## src/rtl/irbeam_pkg.sv

```systemverilog
package irbeam_pkg;
   typedef enum logic {
      ST_WATCH = 1'b0,
      ST_ALARM = 1'b1
   } beam_state_e;
endpackage

```

## src/rtl/irbeam_sync.sv

```systemverilog
module irbeam_sync #(
   parameter int  STAGES    = 2,
   parameter bit  RESET_VAL = 1'b1
) (
   input  logic clk,
   input  logic rst_n,
   input  logic d_in,
   output logic q_out
);
   generate
      if (STAGES < 1) begin : g_bad_stages
         $error("irbeam_sync: STAGES must be at least 1");
      end
   endgenerate

   logic [STAGES-1:0] chain_q;

   generate
      for (genvar i = 0; i < STAGES; i++) begin : g_stage
         if (i == 0) begin : g_first
            always_ff @(posedge clk or negedge rst_n) begin
               if (!rst_n) chain_q[0] <= RESET_VAL;
               else        chain_q[0] <= d_in;
            end
         end else begin : g_next
            always_ff @(posedge clk or negedge rst_n) begin
               if (!rst_n) chain_q[i] <= RESET_VAL;
               else        chain_q[i] <= chain_q[i-1];
            end
         end
      end
   endgenerate

   assign q_out = chain_q[STAGES-1];
endmodule

```

## src/rtl/irbeam_tick.sv

```systemverilog
module irbeam_tick #(
   parameter int DIV = 1024
) (
   input  logic clk,
   input  logic rst_n,
   input  logic clr,
   output logic tick
);
   localparam int PW = (DIV > 2) ? $clog2(DIV) : 1;
   localparam logic [PW-1:0] LAST = PW'(DIV - 1);

   generate
      if (DIV < 2) begin : g_bad_div
         $error("irbeam_tick: DIV must be at least 2");
      end
   endgenerate

   logic [PW-1:0] pre_q;

   always_ff @(posedge clk or negedge rst_n) begin
      if (!rst_n)              pre_q <= '0;
      else if (clr)            pre_q <= '0;
      else if (pre_q == LAST)  pre_q <= '0;
      else                     pre_q <= pre_q + PW'(1);
   end

   assign tick = (pre_q == LAST);
endmodule

```

## src/rtl/irbeam_tone.sv

```systemverilog
module irbeam_tone #(
   parameter int HALF = 690
) (
   input  logic clk,
   input  logic rst_n,
   input  logic en,
   output logic tone
);
   localparam int CW = (HALF > 2) ? $clog2(HALF) : 1;
   localparam logic [CW-1:0] LAST = CW'(HALF - 1);

   generate
      if (HALF < 2) begin : g_bad_half
         $error("irbeam_tone: HALF must be at least 2");
      end
   endgenerate

   logic [CW-1:0] cnt_q;

   always_ff @(posedge clk or negedge rst_n) begin
      if (!rst_n) begin
         cnt_q <= '0;
         tone  <= 1'b0;
      end else if (!en) begin
         cnt_q <= '0;
         tone  <= 1'b0;
      end else if (cnt_q == LAST) begin
         cnt_q <= '0;
         tone  <= ~tone;
      end else begin
         cnt_q <= cnt_q + CW'(1);
      end
   end
endmodule

```

## src/rtl/irbeam_guard.sv

```systemverilog
module irbeam_guard
   import irbeam_pkg::*;
#(
   parameter int PRESCALE     = 1024,
   parameter int RELOAD_TICKS = 108,
   parameter int FIRST_TICKS  = 120,
   parameter int TONE_HALF    = 690,
   parameter int WDOG_TICKS   = 3686,
   parameter int SYNC_STAGES  = 2
) (
   input  logic clk,
   input  logic rst_n,
   input  logic rx_n,
   output logic tone,
   output logic alarm_n,
   output logic dbg_n
);
   localparam int TMO_MAX = (FIRST_TICKS > RELOAD_TICKS) ? FIRST_TICKS : RELOAD_TICKS;
   localparam int TMO_W   = $clog2(TMO_MAX + 1);
   localparam int WD_W    = $clog2(WDOG_TICKS + 1);
   localparam int DH_W    = $clog2(PRESCALE + 1);

   generate
      if (RELOAD_TICKS < 1 || FIRST_TICKS < 1) begin : g_bad_tmo
         $error("irbeam_guard: timeout lengths must be at least 1 tick");
      end
      if (WDOG_TICKS < 1) begin : g_bad_wdog
         $error("irbeam_guard: WDOG_TICKS must be at least 1");
      end
   endgenerate

   logic              rx_s;
   logic              pulse;
   logic              tick;
   logic              restart;
   logic              tone_en;
   beam_state_e       st_q;
   logic [TMO_W-1:0]  tmo_q;
   logic [WD_W-1:0]   wd_q;
   logic [DH_W-1:0]   dh_q;

   irbeam_sync #(.STAGES(SYNC_STAGES), .RESET_VAL(1'b1)) u_sync (
      .clk   (clk),
      .rst_n (rst_n),
      .d_in  (rx_n),
      .q_out (rx_s)
   );

   assign pulse   = ~rx_s;
   assign restart = (st_q == ST_ALARM) && tick && (wd_q == WD_W'(WDOG_TICKS - 1));
   assign tone_en = (st_q == ST_ALARM) && !restart;

   irbeam_tick #(.DIV(PRESCALE)) u_tick (
      .clk   (clk),
      .rst_n (rst_n),
      .clr   (restart),
      .tick  (tick)
   );

   irbeam_tone #(.HALF(TONE_HALF)) u_tone (
      .clk   (clk),
      .rst_n (rst_n),
      .en    (tone_en),
      .tone  (tone)
   );

   always_ff @(posedge clk or negedge rst_n) begin
      if (!rst_n) begin
         st_q  <= ST_WATCH;
         tmo_q <= TMO_W'(FIRST_TICKS);
         wd_q  <= '0;
         dh_q  <= '0;
      end else begin
         if (dh_q != '0) dh_q <= dh_q - DH_W'(1);
         case (st_q)
            ST_WATCH: begin
               if (pulse) begin
                  tmo_q <= TMO_W'(RELOAD_TICKS);
                  wd_q  <= '0;
                  dh_q  <= DH_W'(PRESCALE);
               end else if (tick) begin
                  if (tmo_q == TMO_W'(1)) begin
                     st_q <= ST_ALARM;
                     wd_q <= '0;
                  end else begin
                     tmo_q <= tmo_q - TMO_W'(1);
                  end
               end
            end
            ST_ALARM: begin
               if (restart) begin
                  st_q  <= ST_WATCH;
                  tmo_q <= TMO_W'(FIRST_TICKS);
                  wd_q  <= '0;
                  dh_q  <= '0;
               end else if (tick) begin
                  wd_q <= wd_q + WD_W'(1);
               end
            end
            default: st_q <= ST_WATCH;
         endcase
      end
   end

   assign alarm_n = (st_q != ST_ALARM);
   assign dbg_n   = (dh_q == '0);
endmodule

```

## config.mk

```make
export PLATFORM = sky130hd
export DESIGN_NAME = irbeam_guard
export DESIGN_NICKNAME = d
export VERILOG_FILES = /design/src/rtl/irbeam_pkg.sv /design/src/rtl/irbeam_sync.sv /design/src/rtl/irbeam_tick.sv /design/src/rtl/irbeam_tone.sv /design/src/rtl/irbeam_guard.sv
export SDC_FILE = /design/constraint.sdc
export NUM_CORES = 1
export LEC_CHECK = 0
export BUFFER_PORTS_ARGS = -buffer_cell sky130_fd_sc_hd__buf_2
export CAP_MARGIN = 25
export CORE_MARGIN = 2
export CORE_UTILIZATION = 62
export CTS_CLUSTER_DIAMETER = 200
export CTS_CLUSTER_SIZE = 28
export DETAILED_ROUTE_END_ITERATION = 12
export PLACE_DENSITY_LB_ADDON = 0.3
export SYNTH_ARGS = -nofsm -noshare
export SYNTH_HDL_FRONTEND = slang
export SYNTH_SLANG_ARGS = --single-unit
```

## constraint.sdc

```tcl
create_clock -name clk -period 2.17 [get_ports clk]
set_clock_uncertainty 0.05 [all_clocks]
set_input_delay 0.434 -clock clk [delete_from_list [all_inputs] [get_ports clk]]
set_output_delay 0.434 -clock clk [all_outputs]
set_load 0.03 [all_outputs]
```

# Word level (Yosys, flattened, before mapping)
# Cells that the tools add are included.
[word_totals]
regBits = 54
inputBits = 3
[classes]
muxes = 26
add_sub_neg = 5
reduce_logical = 8
n_eq_ne = 10
bitwise_logic = 2
[op_table]
columns = ["operator", "count"]
rows = [
  ["12-bit two-way mux", 5],
  ["10-bit two-way mux", 4],
  ["11-bit two-way mux", 3],
  ["7-bit two-way mux", 4],
  ["12-bit case mux with 2 select lines", 1],
  ["11-bit case mux with 2 select lines", 1],
  ["10-bit by 1-bit adder with 10-bit output, second input constant", 2],
  ["10-bit equality test, second input constant", 2],
  ["7-bit case mux with 2 select lines", 1],
  ["12-bit by 1-bit adder with 12-bit output, second input constant", 1],
  ["12-bit equality test, second input constant", 1],
  ["3-bit inequality test, second input constant", 4],
  ["11-bit logical NOT", 1],
  ["11-bit nonzero test", 1],
  ["11-bit by 1-bit subtractor with 11-bit output, second input constant", 1],
  ["7-bit by 1-bit equality test with 1-bit output, second input constant", 1],
  ["7-bit by 1-bit subtractor with 7-bit output, second input constant", 1],
  ["1-bit two-way mux", 6],
  ["3-bit AND reduction", 2],
  ["2-bit inequality test, second input constant", 2],
  ["1-bit logical AND", 3],
  ["1-bit NOT", 2],
  ["1-bit case mux with 2 select lines", 1],
  ["1-bit logical NOT", 1],
]

# Depth between registers and ports, before layout
[logic_depth]
ltp_word = 6
ltp_mapped = 8
mapped_depth_nobuf = 7

# Cells and area by module
# A second synthesis with hierarchy kept.
[unflattened]
cells_unflattened = 307
hier_area_um2 = 2974.1
[modules_own_cells]
columns = ["mod", "n_inst", "area_each_um2", "cells_each"]
rows = [
  ["irbeam_guard", 1, 1824.2, 193],
  ["irbeam_tone", 1, 603.1, 62],
  ["irbeam_tick", 1, 494.2, 50],
  ["irbeam_sync", 1, 52.6, 2],
]

# Worst setup path after synthesis
# OpenSTA, ideal clock, no wires.
[synth_timing]
path_kind = "flip-flop to flip-flop"
startpoint = "register wd_q[1]"
endpoint = "register wd_q[3]"
setup_ns = 0.124
slack_ns = 0.203
arrival_ns = 1.793
synth_period_minus_slack_ns = 1.967
stages_incl_launch_ff = 9
required_ns = 1.996
path_cell_list = "dfrtp_1 > inv_1 > ha_1 > nand4bb_1 > or4_4 > o21ai_4 > buf_6 > nor2_1 > a211o_1"
[synth_via]
elab_chain_len = 4
elab_cells_between_ends = 8
cone_classes = "1 x add/sub; 2 x eq/ne; 3 x mux; 2 x reduce/logical"
[synth_lines]
columns = ["element", "line_no", "rtl"]
rows = [
  ["from (decl)", "irbeam_guard.sv:39", "logic [WD_W-1:0] wd_q;"],
  ["from (signal assigned)", "irbeam_guard.sv:97", "wd_q <= wd_q + WD_W'(1);"],
  ["12-bit by 1-bit adder with 12-bit output / 12-bit equality test (equally long branches)", "irbeam_guard.sv:97, irbeam_guard.sv:50", ""],
  ["12-bit two-way mux / 1-bit logical AND (equally long branches)", "irbeam_guard.sv:96, irbeam_guard.sv:50", ""],
  ["12-bit two-way mux / 3-bit inequality test (equally long branches)", "--", ""],
  ["12-bit case mux with 2 select lines / 3-bit AND reduction (equally long branches)", "--", ""],
]
# Several ways; a longest one is shown, not always the timed one. The select of a mux whose other input is x is not followed.
# A chain may end at the register's enable or synchronous reset.

# Worst setup path after layout
[layout_timing]
startpoint = "register wd_q[1]"
endpoint = "register tmo_q[1]"
[layout_via]
elab_chain_len = 4
[layout_lines]
columns = ["element", "line_no", "rtl"]
rows = [
  ["12-bit equality test", "irbeam_guard.sv:50", "assign restart = (st_q == ST_ALARM) && tick && (wd_q == WD_W'(WDOG_TICKS - 1));"],
  ["1-bit logical AND", "irbeam_guard.sv:50", ""],
  ["2-bit inequality test (no source line)", "--", ""],
  ["3-bit AND reduction (no source line)", "--", ""],
  ["to (signal assigned)", "irbeam_guard.sv:70", "tmo_q <= TMO_W'(FIRST_TICKS);"],
  ["to (signal assigned)", "irbeam_guard.sv:78", "tmo_q <= TMO_W'(RELOAD_TICKS);"],
  ["to (signal assigned)", "irbeam_guard.sv:86", "tmo_q <= tmo_q - TMO_W'(1);"],
  ["to (decl)", "irbeam_guard.sv:38", "logic [TMO_W-1:0] tmo_q;"],
]
# No other way between the ends.

==> results.md <==
- GRT overflow: 0
- Slowest cell delay on critical path: 0.59 ns
- Util after Layout: 71.95%
- Pleak: 1.379 nW
- Synth Area per Inst: 9.820 sq um
- Worst slack, placed: 0.04457 ns
- RD Place Congestion: 0.7927
- Antenna cell count: 0
- Switching Fraction: 30.66%
- Sequential area share after synthesis: 47.72%
- Clk sink count: 54
- Layout cells sized above 1: 19.05%
- Period utilization: 97.60%
- Slew headroom: 64.33%
- Initial DRC count: 192
- Core area: 4384 sq um
- Tightest Hold Check Type: input port to async pin
- Crit start category: flop
- Clk pwr share: 25.8%
- Fill cells: 337
- WL final: 5404 microns
- Multi-input gate area: 1414 sq um
- Top post-synthesis cells by count: 48 x dfrtp_1, 40 x nor2_1, 29 x nand2_1
- Most frequent cell after synthesis: dfrtp_1
- Slew Limit Fails: 0
- GRT Total Usage: 23.65%
- Port-buffer cells: 5
- Die width: 71.77 microns
- Die ar.: 5151 sq um
- Critical path buffer and inverter count: 1
- H-tree depth: 2
- Reg area: 1360 sq um
- Fmax: 0.4721 GHz
- Synth unique cells: 56
- Layout area overhead: 10.76%
- Max VDD drop: 0.3562 mV
- WP data required: 2.31 ns
- Critical Path Fanout Max: 4
- Ys Warns: 0
- CTS root buf: clkbuf_8
- Vias per inst: 5.910
- Hold Violations, Final: 0
- Syn Nets: 301
- Worst endpoint data arrival time: 2.26 ns
- Main synth FF type: dfrtp_1
- FF+latch count, synth: 54
- Sum Neg Setup Slack: 0 ns
- Sequential Power Share: 53.3%
- Initial core utilization: 64.95%
- Worst slew pin tran: 0.5350 ns
- Final HPWL DP: 3865 microns
- Area contributors post-synth: dfrtp_1 42%, dfstp_2 5.5%, nor2_1 5.3%
- Yosys top cell by area: dfrtp_1
- Pin count of the biggest net entering global routing: 32
- CTS tree: yes
- Clock-pin slew on the worst setup and hold paths: 0.10 ns
- Share of the synthesized area in the top cell type: 42.18%
- Combinational group share of total power: 20.9%
- Vias in the first global route: 2204
- DRC viols: 0
- Fin nets: 325
- Pwr dens: 726.3 nW/um^2
- Setup-failing EPs final: 0
- Pwr Total: 2.291 mW
- Top delay family on crit path: simple AND/OR/NAND/NOR gates
- Final Critical Period: 2.118 ns
- Int Pwr: 1.589 mW
- Status: completed
- Number of cell rows: 24
- Final worst slack: 0.05201 ns
- Initial antenna violation count: 0
- Worst-Skew Late Latency: 0.31 ns
- Post-Synthesis Cells: 290
- Post-synth ARST share: 100.0%
- Worst-path cell chain: inv_2 > ha_1 > nand4bb_1 > or4_4 > o21ai_4 > o21ai_2 > mux2_1
- I/O pin total: 6
- CTS Buffer Depth: 2
- Die height: 71.77 microns
- Worst setup EP type: flop
- EDFF count, synth: 0
- Slowest CP cell: or4_4
- Antenna-violating nets left: 0
- Via count: 2169
- Critical path class: flop to flop
- Cell area after synthesis: 2848 sq um
- Detailed Routing Iterations Pass 1: 4
- First-pass GRT wire length: 9584 microns
- Sw Pwr: 702.5 uW
- CTS Buf Count: 5
- DR WL/cell: 14.72 microns
- Max-cap viol count: 0
-- area by class of cell --
| type | count | share of cell area (%) |
|---|---|---|
| sequential | 54 | 43.12 |
| clock inverter | 2 | 0.3967 |
| multi-input combinational | 219 | 44.82 |
| tap | 52 | 2.063 |
| inverter | 11 | 1.309 |
| clock buffer | 6 | 2.618 |
| timing repair buffer | 23 | 5.672 |
-- stage by stage --
step | hold slack (ns) | std cells | instance area, sq um
after global routing | 0.08163 | 367 | 3154
after CTS | 0.05618 | 364 | 3110
after global placement | 0.2977 | 356 | 3000
after detailed placement | 0.2991 | 356 | 3000
after floorplan | 0.08841 | 290 | 2848
final | 0.04263 | 367 | 3154
-- power by group through the flow --
stage	Combinational (mW)	Clock (mW)	Sequential [mW]
floorplan	0.361	0	1.19
global placement	0.434	0	1.21
detailed placement	0.450	0	1.22
CTS	0.478	0.602	1.22
global route	0.551	0.648	1.24
finish	0.479	0.591	1.22
-- layer usage --
layer	part of all wire [%]	wire [microns]	up-vias	track usage, %
li1	-	-	1064	-
met1	47	2524	1061	31.67
met2	49	2621	33	38.27
met3	2.8	153	11	3.938
met4	1.9	105	0	10.27
met5	0	0	-	0
-- sequential cells by signal, summed over array words and instances (netlist names) --
register / cells
u_tick.pre_q: 10
st_q: 1
dh_q: 11
u_tone.tone: 1
tmo_q: 7
u_tone.cnt_q: 10
wd_q: 12
u_sync.chain_q: 1
u_sync.q_out: 1
-- final timing paths --
check,start,end,slack (ns),depth (start not counted)
worst max register to register,wd_q[1],tmo_q[1],0.05,7
worst min register to register,u_sync.chain_q[0],u_sync.q_out,0.31,0
worst max-delay path,wd_q[1],tmo_q[1],0.05,7
min in group clk,rx_n,u_sync.chain_q[0],0.17,1
worst min-delay path,rst_n,u_tone.cnt_q[5],0.04,1
max in group asynchronous,rst_n,tmo_q[4],1.41,2
-- worst reg2reg max path: cells and delay by family (launching register included) --
family / cells / cell delay, ns
adder cells (fa/ha/maj): 1 / 0.13
buffers and inverters: 1 / 0.06
flip-flops: 1 / 0.40
AND/OR/NAND/NOR: 2 / 0.71
multiplexers: 1 / 0.33
AO/OA/AOI/OAI: 2 / 0.33
-- cells by family (layout without fill, tap and decap cells) --
kind of cell | count (synthesis) | after routing | share of synthesized area (%)
adders and majority gates | 8 | 8 | 3.515
muxes | 6 | 6 | 2.153
xor gates and xnor gates | 21 | 21 | 6.459
DFF | 54 | 54 | 47.72
buffers and inverters | 17 | 42 | 3.646
AOI/OAI and AO/OA | 46 | 46 | 12.00
and+or+nand+nor | 138 | 138 | 24.52
-- layout by cell type (no fill, tap or decap), drive strengths merged, types with 6 or more instances in the layout --
master,n
nand3,16
dfrtp,48
nor3,13
inv,11
xor2,14
clkbuf,7
ha,8
dfstp,6
a21oi,10
o21ai,9
a31oi,6
nand2,29
xnor2,7
buf,22
nor2,40
-- what timing repair did --
item	4_1_cts	5_1_grt
setup endpoints to repair	1	32
setup buffers	0	3
hold buffers	0	0
cloned	0	0
pin swaps	0	3
gates resized for setup	2	11
Note: power is estimated with default switching activity, not from simulation.
